===== config.mk =====
export PLATFORM = sky130hd
export DESIGN_NAME = rcg_mnd
export DESIGN_NICKNAME = d
export VERILOG_FILES = /design/src/rtl/rcg_mnd.sv
export SDC_FILE = /design/constraint.sdc
export NUM_CORES = 1
export LEC_CHECK = 0
export ABC_AREA = 0
export BUFFER_PORTS_ARGS = -buffer_cell sky130_fd_sc_hd__buf_2
export CORE_UTILIZATION = 30
export CTS_CLUSTER_DIAMETER = 60
export DETAILED_ROUTE_END_ITERATION = 10
export SLEW_MARGIN = 10
export SYNTH_ARGS = -nofsm -noshare
export SYNTH_HDL_FRONTEND = slang
export SYNTH_SLANG_ARGS = --single-unit

===== constraint.sdc =====
create_clock -name clk -period 8.4 [get_ports clk]
set_input_delay 0.84 -clock clk [delete_from_list [all_inputs] [get_ports clk]]
set_output_delay 0.84 -clock clk [all_outputs]
set_load 0.02 [all_outputs]

===== src/rtl/rcg_mnd.sv =====
module rcg_mnd #(
  parameter int MW = 8
) (
  input  logic          clk,
  input  logic          rst_n,
  input  logic [7:0]    src_tick,
  input  logic          bus_we,
  input  logic [2:0]    bus_addr,
  input  logic [31:0]   bus_wdata,
  output logic [31:0]   bus_rdata,
  output logic          clk_out
);
  localparam logic [2:0] A_CFG = 3'd0, A_CMD = 3'd1, A_M = 3'd2, A_N = 3'd3, A_D = 3'd4;
  localparam logic [1:0] MODE_DUAL = 2'd2;

  logic [31:0]   sh_cfg;
  logic [MW-1:0] sh_m, sh_n, sh_d;
  logic          upd_pend;

  logic [4:0]    ac_div;
  logic [2:0]    ac_sel;
  logic [1:0]    ac_mode;
  logic [MW-1:0] ac_m, ac_n, ac_d;

  logic [4:0]    pc;
  logic [MW-1:0] cnt;
  logic          out_q;

  wire [4:0]    hh     = (ac_div == 5'd0) ? 5'd1 : ac_div;
  wire [4:0]    hh_sh  = (sh_cfg[4:0] == 5'd0) ? 5'd1 : sh_cfg[4:0];
  wire          tick   = src_tick[ac_sel];
  wire [MW-1:0] n_eff  = ~ac_n + ac_m;
  wire          mnd_on = (ac_n != '0) && (ac_mode == MODE_DUAL);
  wire          commit = upd_pend && !out_q;
  wire          wrap   = (pc == hh);
  wire [4:0]    pc_nx  = wrap ? 5'd0 : pc + 5'd1;
  wire [MW:0]   sum    = {1'b0, cnt} + {1'b0, ac_m};
  wire [MW:0]   dif    = sum - {1'b0, n_eff};
  wire [MW-1:0] cnt_nx = !wrap ? cnt : ((sum >= {1'b0, n_eff}) ? dif[MW-1:0] : sum[MW-1:0]);
  wire [MW:0]   dval2  = {1'b0, ~ac_d};
  wire          hi_mnd = ({cnt_nx, 1'b0} < dval2);
  wire          hi_byp = ({pc_nx, 1'b0} < ({1'b0, hh} + 6'd1));
  wire          wr_cmd = bus_we && (bus_addr == A_CMD) && bus_wdata[0];

  assign clk_out = out_q;

  always_comb begin
    case (bus_addr)
      A_CFG:   bus_rdata = sh_cfg;
      A_CMD:   bus_rdata = {31'd0, upd_pend};
      A_M:     bus_rdata = 32'(sh_m);
      A_N:     bus_rdata = 32'(sh_n);
      A_D:     bus_rdata = 32'(sh_d);
      default: bus_rdata = 32'd0;
    endcase
  end

  always_ff @(posedge clk) begin
    if (!rst_n) begin
      sh_cfg <= '0;
      sh_m   <= '0;
      sh_n   <= '0;
      sh_d   <= '0;
    end else if (bus_we) begin
      case (bus_addr)
        A_CFG:   sh_cfg <= bus_wdata;
        A_M:     sh_m   <= bus_wdata[MW-1:0];
        A_N:     sh_n   <= bus_wdata[MW-1:0];
        A_D:     sh_d   <= bus_wdata[MW-1:0];
        default: ;
      endcase
    end
  end

  always_ff @(posedge clk) begin
    if (!rst_n)      upd_pend <= 1'b0;
    else if (wr_cmd) upd_pend <= 1'b1;
    else if (commit) upd_pend <= 1'b0;
  end

  always_ff @(posedge clk) begin
    if (!rst_n) begin
      ac_div  <= '0;
      ac_sel  <= '0;
      ac_mode <= '0;
      ac_m    <= '0;
      ac_n    <= '0;
      ac_d    <= '0;
      pc      <= 5'd1;
      cnt     <= '0;
      out_q   <= 1'b0;
    end else if (commit) begin
      ac_div  <= sh_cfg[4:0];
      ac_sel  <= sh_cfg[10:8];
      ac_mode <= sh_cfg[13:12];
      ac_m    <= sh_m;
      ac_n    <= sh_n;
      ac_d    <= sh_d;
      pc      <= hh_sh;
      cnt     <= ~sh_n;
    end else if (tick) begin
      pc    <= pc_nx;
      cnt   <= cnt_nx;
      out_q <= mnd_on ? hi_mnd : hi_byp;
    end
  end
endmodule



==> flow_metrics.tcl <==
set metrics [dict create \
    outcome "finished clean" \
    postRouteAntennaNets 0 \
    min_path_type "reg2reg" \
    gp_congestion 0.812 \
    max_freq_mhz 192 \
    grt_max_degree 112 \
    clk_latency_ns 0.35 \
    rows 51 \
    grt_pass1_wl_mm 24.5 \
    first_pass_iters 5 \
    via_per_inst 4.71 \
    clk_path_buf_depth 2 \
    final_max_slew_viol_count 0 \
    tritoncts "yes" \
    final.setup_skew_ns 0.0102 \
    crit_path_end_kind "flop" \
    drive_gt1_share_pct 15.5 \
    postCtsSetupBuffers 0 \
    syn_area_per_cell_sq_um 8.30 \
    stdcell_area_sq_mm 0.00700 \
    antenna_found_initial 0 \
    dp.final_hpwl_mm 10.8 \
    cts_sinks 105 \
    setup_viol 0 \
    syn-cell-area_sq_mm 0.00609 \
    start_kind "flop" \
    hold_violations 0 \
    layout_min_cycle_time_ns 5.20 \
    synthCells 734 \
    setup-tns-final_ns 0 \
    ctsHoldBuffers 0 \
    critPathMaxStageDelay_ns 0.46 \
    peakVddDrop_uv 87.2 \
    dieHeight_um 144 \
    swShare_pct 26.5 \
    drc 0 \
    arrival_ns 5.49 \
    tightestPinTransition_ns 1.13 \
    critical_path_class "reg2reg" \
    synth_seq_cells 105 \
    slew_headroom_pct 24.6 \
    power_density_mw_per_mm2 148 \
    gr-total-overflow 0 \
    critPathMaxFanout 7 \
    io_pins 79 \
    cp.required_ns 8.69 \
    cp_slowest_cell "dfxtp_1" \
    drt-total-wl_mm 14.6 \
    synth-async-reset-ratio_pct 0 \
    num_vias 4986 \
    p_seq_share_pct 49.9 \
    synthToLayoutAreaGrowth_pct 14.9 \
    p_comb_share_pct 10.3 \
    initial_utilization_pct 31.0 \
    io_buffer_count 78 \
    syn-num-nets 818 \
    cts_buffers 9 \
    drtIter0Drc 287 \
    rsz0062_at_grt "false" \
    grt_util_all_layers_pct 14.8 \
    switching_power_uw 274 \
    p_leak_uw 0.00287 \
    fin_crit_sh_pct 61.9 \
    ys_warn_count 0 \
    core_sq_mm 0.0197 \
    maxCapViolations 0 \
    ys_types 57 \
    final_nets 873 \
    cp_cell_sequence "ha_1 > a21o_1 > a21oi_1 > o21bai_1 > a21oi_1 > o21bai_1 > a21oi_1 > xnor2_1 > ha_1 > nand4_1 > o41ai_4 > a21oi_2 > mux2_4 > a21oi_1 > ha_1 > a21o_1 > a21o_1 > a21o_1 > a21o_1 > a211oi_1 > o221a_2 > o221ai_1 > a21oi_1" \
    wl_per_cell_um 13.8 \
    ys_seq_area_share_pct 34.5 \
    grt_pass1_vias 4667 \
    diodes 0 \
    cts_resized 0 \
    h-tree-depth 3 \
    root_buffer "clkbuf_16" \
    dieArea_sq_mm 0.0209 \
    clkTransAtPathRegs_ns 0.08 \
    die_w_um 144 \
    synth-main-ff-cell "dfxtp_1" \
    clkPwrFrac_pct 39.8 \
    synth_edf_count 0 \
    p_int_uw 760 \
    place_area_sq_mm 0.00671 \
]
==> path summary, 6_finish.rpt <==
path / from / end / slack [ns] / depth (start not counted)
min reg2reg: sh_cfg[28] / sh_cfg[28] / 0.46 / 2
max reg2reg: ac_m[1] / clk_out / 3.20 / 23
max: ac_m[1] / clk_out / 3.20 / 23
min: sh_cfg[28] / sh_cfg[28] / 0.46 / 2
==> synth_stat cells (4+ instances only) <==
cell type,number,area (sq um)
nand2_1,169,634
dfxtp_1,105,2100
a21boi_0,74,556
clkbuf_1,37,139
ha_1,35,438
a21oi_1,34,170
mux2i_1,32,320
and2_1,30,188
nor2_1,23,86.3
inv_1,22,82.6
nor2b_1,19,119
xnor2_1,18,158
o21ai_0,16,80.1
a21o_1,14,105
nand3_1,11,55.1
nor3_1,8,40.0
xor2_1,8,70.1
nand3b_1,6,45.0
o21bai_1,5,37.5
o221ai_1,5,43.8
a211oi_1,4,30.0
nor4_1,4,25.0
==> power groups by stage <==
| stage | combinational [uW] | clock (uW) | sequential (uW) |
|---|---|---|---|
| after detailed placement | 107 | 0 | 528 |
| after CTS | 107 | 422 | 516 |
| after global placement | 106 | 0 | 527 |
| final | 106 | 412 | 516 |
| after floorplan | 73.3 | 0 | 525 |
| after global routing | 119 | 447 | 517 |
==> area by class of cell <==
| class | count | area, sq um |
|---|---|---|
| Fill cell | 2143 | 12700 |
| Sequential cell | 105 | 2100 |
| Multi-Input combinational cell | 564 | 3730 |
| Timing Repair Buffer | 87 | 458 |
| Clock inverter | 7 | 61.3 |
| Inverter | 22 | 82.6 |
| Clock buffer | 9 | 225 |
| Tap cell | 265 | 332 |
==> stage by stage <==
stage               util, %  setup slack, ns  hold slack (ns)  cells  power, uW
finish                 35.6             3.20            0.461   1059       1030
detailed placement     34.1             3.15            0.455   1043        634
global placement       34.1             3.27            0.450   1043        634
CTS                    35.6             3.11            0.466   1059       1050
floorplan                 -             3.75            0.438    734        598
global route           35.6             2.74            0.485   1059       1080
==> cells in the final DEF (no fill, tap or decap), types with 4 or more instances in the layout <==
cell type	netlist	layout
a211oi_1	4	4
a21boi_0	74	74
a21o_1	14	14
a21oi_1	34	34
and2_1	30	30
buf_2	0	78
buf_4	1	9
clkbuf_16	0	9
dfxtp_1	105	105
ha_1	35	35
inv_1	22	22
mux2i_1	32	32
nand2_1	169	169
nand3_1	11	11
nand3b_1	6	6
nor2_1	23	23
nor2b_1	19	18
nor3_1	8	7
nor4_1	4	4
o21ai_0	16	16
o21bai_1	5	5
o221ai_1	5	5
xnor2_1	18	18
xor2_1	8	8
==> logic make-up after synthesis <==
family	share of synthesized area, %
multiplexers	6.43
AO/OA/AOI/OAI	20.9
flip-flops	34.5
adder cells (fa/ha/maj)	8.18
XOR/XNOR	4.11
AND/OR/NAND/NOR	21.5
buffers and inverters	4.36
==> critical path: cells and delay by family (launching register included) <==
| family | cells | cell delay, ns |
|---|---|---|
| XOR/XNOR | 1 | 0.08 |
| multiplexers | 1 | 0.35 |
| AO/OA/AOI/OAI | 17 | 3.14 |
| AND/OR/NAND/NOR | 1 | 0.17 |
| adder cells (fa/ha/maj) | 3 | 0.90 |
| flip-flops | 1 | 0.46 |
==> metal layers <==
metal,share of wire (%),track usage [%]
met5,0,0
met4,1.7,5.04
met3,3.5,2.22
met2,44,22.4
met1,51,21.2
==> registers in the layout, summed over array words and instances, names as in the netlist <==
name	count
sh_cfg	32
ac_d	8
ac_m	8
ac_n	8
cnt	8
sh_d	8
sh_m	8
sh_n	8
ac_div	5
pc	5
ac_sel	3
ac_mode	2
clk_out	1
upd_pend	1
Power figures use the tool's default switching activity.
